$ cat src/rtl/wcs_pkg.sv
package wcs_pkg;

  typedef enum logic {
    WCS_PROGRAM = 1'b0,
    WCS_ERASE   = 1'b1
  } wcs_mode_e;

  typedef struct packed {
    logic      act;   // status override in force
    wcs_mode_e mode;  // kind of cycle captured at start
    logic      poll;  // inverted msb captured at start
    logic      tog;   // toggle flip-flop
  } wcs_state_t;

endpackage

$ cat src/rtl/wcs_strobe_edge.sv
module wcs_strobe_edge (
  input  logic clk,
  input  logic rst_n,
  input  logic rd_en,
  output logic rd_done
);

  logic rd_q;

  always_ff @(posedge clk or negedge rst_n) begin
    if (!rst_n) rd_q <= 1'b0;
    else        rd_q <= rd_en;
  end

  // a read finishes when the strobe drops
  assign rd_done = rd_q & ~rd_en;

  AST_DONE_ONESHOT: assert property (@(posedge clk) disable iff (!rst_n)
    rd_done |=> !rd_done);

endmodule

$ cat src/rtl/wcs_cycle_track.sv
module wcs_cycle_track
  import wcs_pkg::*;
(
  input  logic       clk,
  input  logic       rst_n,
  input  logic       busy,
  input  logic       erase_mode,
  input  logic       last_msb,
  input  logic       rd_done,
  output wcs_state_t st
);

  wcs_state_t st_q, st_d;
  logic       start;

  assign start = busy & ~st_q.act;

  always_comb begin
    st_d     = st_q;
    st_d.act = busy;
    if (start) begin
      // start outranks a read completing on the same edge
      st_d.mode = erase_mode ? WCS_ERASE : WCS_PROGRAM;
      st_d.poll = ~last_msb;
      st_d.tog  = 1'b1;
    end else if (st_q.act && busy && rd_done) begin
      st_d.tog  = ~st_q.tog;
    end
  end

  always_ff @(posedge clk or negedge rst_n) begin
    if (!rst_n) begin
      st_q.act  <= 1'b0;
      st_q.mode <= WCS_PROGRAM;
      st_q.poll <= 1'b0;
      st_q.tog  <= 1'b1;
    end else begin
      st_q <= st_d;
    end
  end

  assign st = st_q;

  AST_FIRST_ONE: assert property (@(posedge clk) disable iff (!rst_n)
    $rose(st_q.act) |-> st_q.tog);

  AST_TOG_FLIP: assert property (@(posedge clk) disable iff (!rst_n)
    (st_q.act && busy && rd_done) |=> (st_q.tog != $past(st_q.tog)));

  AST_TOG_STEADY: assert property (@(posedge clk) disable iff (!rst_n)
    (st_q.act && busy && !rd_done) |=> $stable(st_q.tog));

  AST_CAPTURE_HOLD: assert property (@(posedge clk) disable iff (!rst_n)
    (st_q.act && $past(st_q.act)) |-> ($stable(st_q.poll) && $stable(st_q.mode)));

endmodule

$ cat src/rtl/wcs_status_mux.sv
module wcs_status_mux
  import wcs_pkg::*;
#(
  parameter int DATA_W   = 8,
  parameter int POLL_BIT = 7,
  parameter int TOG_BIT  = 6
) (
  input  wcs_state_t        st,
  input  logic [DATA_W-1:0] arr_data,
  output logic [DATA_W-1:0] rd_data
);

  logic [DATA_W-1:0] status_byte;

  for (genvar i = 0; i < DATA_W; i++) begin : g_bit
    if (i == POLL_BIT) begin : g_poll
      assign status_byte[i] = (st.mode == WCS_ERASE) ? 1'b0 : st.poll;
    end else if (i == TOG_BIT) begin : g_tog
      assign status_byte[i] = st.tog;
    end else begin : g_zero
      assign status_byte[i] = 1'b0;
    end
  end

  assign rd_data = st.act ? status_byte : arr_data;

endmodule

$ cat src/rtl/wcs_status_reporter.sv
module wcs_status_reporter
  import wcs_pkg::*;
#(
  parameter int DATA_W   = 8,
  parameter int POLL_BIT = 7,
  parameter int TOG_BIT  = 6
) (
  input  logic              clk,
  input  logic              rst_n,
  input  logic              busy,
  input  logic              erase_mode,
  input  logic              last_msb,
  input  logic              rd_en,
  input  logic [DATA_W-1:0] arr_data,
  output logic [DATA_W-1:0] rd_data
);

  localparam logic [DATA_W-1:0] ONE_HOT1 = {{(DATA_W-1){1'b0}}, 1'b1};
  localparam logic [DATA_W-1:0] LOW_MASK =
    ~((ONE_HOT1 << POLL_BIT) | (ONE_HOT1 << TOG_BIT));

  logic       rd_done;
  wcs_state_t st;

  wcs_strobe_edge u_edge (
    .clk     (clk),
    .rst_n   (rst_n),
    .rd_en   (rd_en),
    .rd_done (rd_done)
  );

  wcs_cycle_track u_track (
    .clk        (clk),
    .rst_n      (rst_n),
    .busy       (busy),
    .erase_mode (erase_mode),
    .last_msb   (last_msb),
    .rd_done    (rd_done),
    .st         (st)
  );

  wcs_status_mux #(
    .DATA_W   (DATA_W),
    .POLL_BIT (POLL_BIT),
    .TOG_BIT  (TOG_BIT)
  ) u_mux (
    .st       (st),
    .arr_data (arr_data),
    .rd_data  (rd_data)
  );

  AST_IDLE_PASS: assert property (@(posedge clk) disable iff (!rst_n)
    (!$past(busy) && !st.act) |-> (rd_data == arr_data));

  AST_LOW_ZERO: assert property (@(posedge clk) disable iff (!rst_n)
    $past(busy) |-> ((rd_data & LOW_MASK) == '0));

  AST_ERASE_POLL: assert property (@(posedge clk) disable iff (!rst_n)
    ($past(busy) && st.mode == WCS_ERASE) |-> !rd_data[POLL_BIT]);

endmodule

$ cat config.mk
export PLATFORM = sky130hd
export DESIGN_NAME = wcs_status_reporter
export DESIGN_NICKNAME = d
export VERILOG_FILES = /design/src/rtl/wcs_pkg.sv /design/src/rtl/wcs_strobe_edge.sv /design/src/rtl/wcs_cycle_track.sv /design/src/rtl/wcs_status_mux.sv /design/src/rtl/wcs_status_reporter.sv
export SDC_FILE = /design/constraint.sdc
export NUM_CORES = 1
export LEC_CHECK = 0
export ABC_AREA = 1
export BUFFER_PORTS_ARGS = -buffer_cell sky130_fd_sc_hd__buf_2
export CORE_AREA = 2 2 39 41
export CTS_BUF_LIST = sky130_fd_sc_hd__clkbuf_8
export DETAILED_ROUTE_END_ITERATION = 6
export DIE_AREA = 0 0 41 43
export GPL_TIMING_DRIVEN = 1
export MAX_ROUTING_LAYER = met4
export PLACE_DENSITY = 0.47
export SETUP_SLACK_MARGIN = 0.5
export SYNTH_ARGS = -nofsm -noshare
export SYNTH_HDL_FRONTEND = slang
export SYNTH_SLANG_ARGS = --single-unit
$ cat constraint.sdc
create_clock -name clk -period 2.4 [get_ports clk]
set_input_delay 0 -clock clk [delete_from_list [all_inputs] [get_ports clk]]
set_output_delay 0 -clock clk [all_outputs]
set_load 0.1 [all_outputs]
==> flow_summary.yaml, run 1 <==
die:
  pin_count: 22
  dieArea_sq_um: 1760
  die_w_um: 41
  start_util_pct: 20.5
  rows: 14
  die_h_um: 43
  coreArea_sq_um: 1380
route:
  wl_um: 713
  num_vias: 313
  route.detailed.drc: 0
  routedWlPerCell_um: 8.91
  vias_per_cell: 3.91
  detail-route-antenna-nets: 0
  first_iter_violations: 3
  firstDrtPassIters: 4
grt:
  grt_pass1_wl_um: 945
  grt_max_degree: 9
  antenna_found_initial: 0
  overflow: 0
  grtUsageTotal_pct: 9.11
  first_global_vias: 254
setup_path:
  worst-endpoint-arrival_ns: 1.41
  cp_max_fo: 8
  reg2reg_slack_ns: 1.50
  cp.required_ns: 2.40
  crit_type: "flip-flop to output port"
  startpoint_type: "flip-flop"
  crit_path_end_kind: "output port"
sta:
  fin_crit_ns: 1.41
  fmax_mhz: 709
  hold_viol: 0
  relSlewSlack_pct: 67.4
  final_max_slew_viol_count: 0
  worstMarginPinSlew_ns: 0.493
  setup_tns_ns: 0
  skew_ns: 0.00163
  setup_viol: 0
  worst_slack_ns: 0.990
  rsz0062_at_grt: "no"
  layout_worst_path_cycle_share_pct: 58.7
cells_and_area:
  drive_gt1_share_pct: 46.9
  postLayoutCellArea_sq_um: 483
  fill_cells: 152
  n_antenna_cell: 0
  nNetsFinal: 79
  area_growth_pct: 70.0
  layoutNonFillerInstCount: 80
synth:
  syn-cell-area_sq_um: 284
  synthFlopType: "dfrtp_1"
  synth_seq_cells: 5
  yosys_warnings: 0
  ys_top_cells_by_area: "dfrtp_1, inv_1, dfstp_2, nor2_1, nand2_1"
  synthMostInstantiatedCell: "inv_1"
  synth_nets: 50
  synthArstFlopShare_pct: 100
  synth_common_cells: "inv_1, nor2_1, nand2_1"
  synth_top_area_cell: "dfrtp_1"
  synth_cell_types: 13
  postSynthCellCount: 36
  synth_edf_count: 0
  syn_avg_cell_area_sq_um: 7.89
  synth_top_cell_area_share_pct: 35.2
  ys_seq_area_share_pct: 44.5
clock_network:
  root_buffer: "clkbuf_8"
  tritoncts: "built"
  cts.sinks: 5
  clk_latency_ns: 0.22
  path_clk_slew_ns: 0.04
  cts_made_buffers: 3
  cts_buffer_depth: 2
  cts_max_level: 1
placement:
  dp_hpwl_um: 553
  place_ws_ns: 1.21
  place_congestion: 0.683
  portBuffers: 21
  place_area_sq_um: 398
  placed_cells: 72
flow_run:
  cap_violations: 0
power_and_ir_drop:
  peakVddDrop_uv: 276
  p_leak_nw: 0.292
  powerDensity_nw_per_um2: 758
worst_hold_path:
  hold_path.class: "input port to flip-flop"
run_status:
  status: "completed"
## worst max-delay path, stage by stage (launching register included)
cell and delay [ns]:
dfrtp_1 0.55, nand2_1 0.09, o21ai_1 0.11, buf_2 0.43
## power breakdown
part | internal, mW | switching [mW] | leakage (nW)
Clock | 0.110 | 0.0407 | 0.0269
Combinational | 0.0273 | 0.0869 | 0.206
Sequential | 0.0944 | 0.00717 | 0.0586
Total | 0.231 | 0.135 | 0.292
## kinds of logic (layout without fill, tap and decap cells)
logic type | count (synthesis) | count (layout) | synth area share (%)
simple gates | 18 | 18 | 30.4
buf+inv | 10 | 38 | 18.5
flops | 5 | 5 | 44.5
compound gates | 3 | 3 | 6.61
## cell type report
cell class | instances | area [sq um] | share of cell area [%]
timing repair buffer | 25 | 145 | 30.1
tap | 16 | 20.0 | 4.15
sequential | 5 | 126 | 26.2
multi-input combinational | 21 | 105 | 21.8
inverter | 9 | 41.3 | 8.55
clock buffer | 3 | 41.3 | 8.55
clock inverter | 1 | 3.75 | 0.777
## through the flow
| step | hold slack, ns | util (%) | power, mW |
|---|---|---|---|
| floorplan | -0.296 | - | 0.189 |
| global placement | -0.177 | 28.8 | 0.212 |
| detailed placement | -0.174 | 28.8 | 0.213 |
| CTS | 0.0272 | 34.9 | 0.376 |
| global route | 0.0520 | 34.9 | 0.388 |
| finish | 0.0294 | 34.9 | 0.366 |
## state kept, by name (all words and copies together), names as in the netlist
| signal | count |
|---|---|
| u_edge.rd_q | 1 |
| u_track.st | 4 |
## what timing repair did
item,in CTS,in global routing
buffers inserted,0,0
endpoints found under the hold margin,8,0
hold buffers,4,0
gates resized for setup,0,0
endpoints found under the setup margin,0,0
## layout by cell type (no fill, tap or decap)
| cell | instances |
|---|---|
| buf_2 | 21 |
| clkbuf_8 | 3 |
| dfrtp_1 | 4 |
| dfstp_2 | 1 |
| dlygate4sd3_1 | 4 |
| inv_1 | 9 |
| inv_8 | 1 |
| nand2_1 | 5 |
| nand2_2 | 2 |
| nand2_4 | 1 |
| nand3_1 | 3 |
| nand4_1 | 1 |
| nor2_1 | 6 |
| o21ai_1 | 2 |
| o21ai_2 | 1 |
## layer usage
metal  GRT usage (%)  vias up  part of all wire, %
met2            12.5       22                   42
met4            10.0        0                    0
met5               -        -                    0
met3            3.14        0                   16
met1            8.85      127                   42
li1                -      164                    -
## path summary, 6_finish.rpt
check	cells after the start	startpoint	endpoint
max in group asynchronous	2	rst_n	u_track.st[0]$_DFFE_PN1P_
max	3	u_track.st[3]$_DFF_PN0_	rd_data[7]
min in group asynchronous	2	rst_n	u_edge.rd_q$_DFF_PN0_
min reg2reg	2	u_track.st[2]$_DFFE_PN0P_	u_track.st[2]$_DFFE_PN0P_
min	3	erase_mode	u_track.st[2]$_DFFE_PN0P_
max reg2reg	4	u_track.st[3]$_DFF_PN0_	u_track.st[1]$_DFFE_PN0P_
Power figures use the tool's default switching activity.
==> run 2, diff against run 1 <==
PLACE_DENSITY = 0.49   (was 0.47)
clock period = 1.2 ns   (was 2.4 ns; I/O delays follow)
==> run 2 against run 1 <==
  * Design area rose by 54%
  * Sequential power rose by 100%
  * Register-to-register slack got worse by 1.3 ns
  * Core utilization rose by 19 points
  * Global-route usage rose by 0.92 points
==> flow_summary.yaml, run 2 (synthesized netlist as in run 1, its figures left out) <==
route:
  firstDrtPassIters: 2
  detail-route-antenna-nets: 0
  route.detailed.drc: 0
  drt-met1-wl_um: 290
  routedWlPerCell_um: 9.69
  num_vias: 326
  dr_wl_met2_um: 405
  vias_per_cell: 3.93
  met3_length_um: 109
  wl_um: 804
  routed.top_layer: "met3"
  first_iter_violations: 1
power_and_ir_drop:
  p_total_uw: 862
  p_leak_nw: 0.366
  powerDensity_nw_per_um2: 1160
  peakVddDrop_uv: 675
sta:
  layout_worst_path_cycle_share_pct: 95.4
  setup_tns_ns: 0
  hold_viol: 0
  relSlewSlack_pct: 87.8
  skew_ns: 0.00251
  worstMarginPinSlew_ns: 0.183
  fmax_mhz: 874
  worst_slack_ns: 0.0553
  fin_crit_ns: 1.14
  setup_viol: 0
  final_max_slew_viol_count: 0
  rsz0062_at_grt: "yes"
cells_and_area:
  area_growth_pct: 162
  drive_gt1_share_pct: 68.7
  multiInputGateArea_sq_um: 206
  nNetsFinal: 82
  ff_latch_area_sq_um: 128
  n_antenna_cell: 0
  postLayoutCellArea_sq_um: 743
  layout_common_cells: "buf_2, inv_1, buf_12"
  largest_reg_flops: 4
  final_common_cell: "buf_2"
  final_core_util_pct: 53.7
  fill_cells: 132
setup_path:
  reg2reg_slack_ns: 0.17
  cp_max_fo: 6
  r2r-end: "u_track.st[1]$_DFFE_PN0P_"
  crit_type: "flip-flop to output port"
  r2r_start: "u_track.st[3]$_DFF_PN0_"
  setup.worst_path.start: "u_track.st[3]$_DFF_PN0_"
  cp.required_ns: 1.20
  rr_worst_depth: 6
  cp-endpoint: "rd_data[1]"
  crit_path_end_kind: "output port"
  worst-endpoint-arrival_ns: 1.14
  startpoint_type: "flip-flop"
grt:
  grt_pass1_wl_um: 1110
  antenna_found_initial: 0
  first_global_vias: 307
  grtUsageTotal_pct: 10.0
  grt_max_degree: 7
  overflow: 0
placement:
  portBuffers: 21
  place_congestion: 0.621
  place_ws_ns: 0.188
  dp_hpwl_um: 608
  place_area_sq_um: 606
die:
  start_util_pct: 20.5
  coreArea_sq_um: 1380
  dieArea_sq_um: 1760
  die_w_um: 41
  pin_count: 22
  rows: 14
  die_h_um: 43
worst_hold_path:
  hold_path.class: "input port to flip-flop"
clock_network:
  cts_made_buffers: 3
  clk_latency_ns: 0.22
  cts.sinks: 5
  cts_buffer_depth: 2
  root_buffer: "clkbuf_8"
  path_clk_slew_ns: 0.04
  cts_max_level: 1
  tritoncts: "built"
flow_run:
  cap_violations: 0
run_status:
  status: "completed"
-- run 2: cell types whose count changed in the layout (fill, tap and decap cells not counted), sizes merged --
| cell | previous run | this run |
|---|---|---|
| buf | 21 | 24 |
-- run 2: critical path: stages, from the launching register on --
cell     delay (ns)
dfrtp_2        0.46
buf_8          0.18
nor2_4         0.10
buf_12         0.18
-- run 2: where the power goes --
part / switching [mW] / total [mW] / internal [mW]
Clock: 0.0813 / 0.300 / 0.219
Combinational: 0.213 / 0.352 / 0.139
Sequential: 0.0202 / 0.209 / 0.189
Total: 0.315 / 0.862 / 0.547
-- run 2: routing by layer --
metal  track usage (%)  vias up
met5                 -        -
met3              4.19        0
met2              15.6       22
met4              8.00        0
li1                  -      168
met1              8.82      136
-- run 2: area by class of cell --
class	count	share of cell area [%]
clock inverter	1	0.505
inverter	9	5.56
tap	16	2.69
clock buffer	3	5.56
sequential	5	17.2
timing repair buffer	28	40.7
multi-input combinational	21	27.8
-- run 2: how the worst min path moves through the flow --
stage	cells after the start	slack, ns	start	to
finish	3	0.03	erase_mode	u_track.st[2]$_DFFE_PN0P_
global route	3	0.04	erase_mode	u_track.st[2]$_DFFE_PN0P_
CTS	3	0.03	erase_mode	u_track.st[2]$_DFFE_PN0P_
detailed placement	1	-0.18	rst_n	u_track.st[1]$_DFFE_PN0P_
global placement	1	-0.18	rst_n	u_track.st[1]$_DFFE_PN0P_
floorplan	0	-0.30	rst_n	u_edge.rd_q$_DFF_PN0_
-- run 2: timing repair --
action,4_1_cts,5_1_grt
pin swaps,7,0
hold endpoints to repair,8,0
setup buffers,1,1
resized for setup,6,3
endpoints found under the setup margin,11,11
hold buffers,4,0
-- run 2: stage by stage --
stage / hold WS [ns] / instances
after CTS: 0.0284 / 82
after global placement: -0.179 / 73
after detailed placement: -0.175 / 73
final: 0.0297 / 83
after global routing: 0.0423 / 83
after floorplan: -0.296 / 36
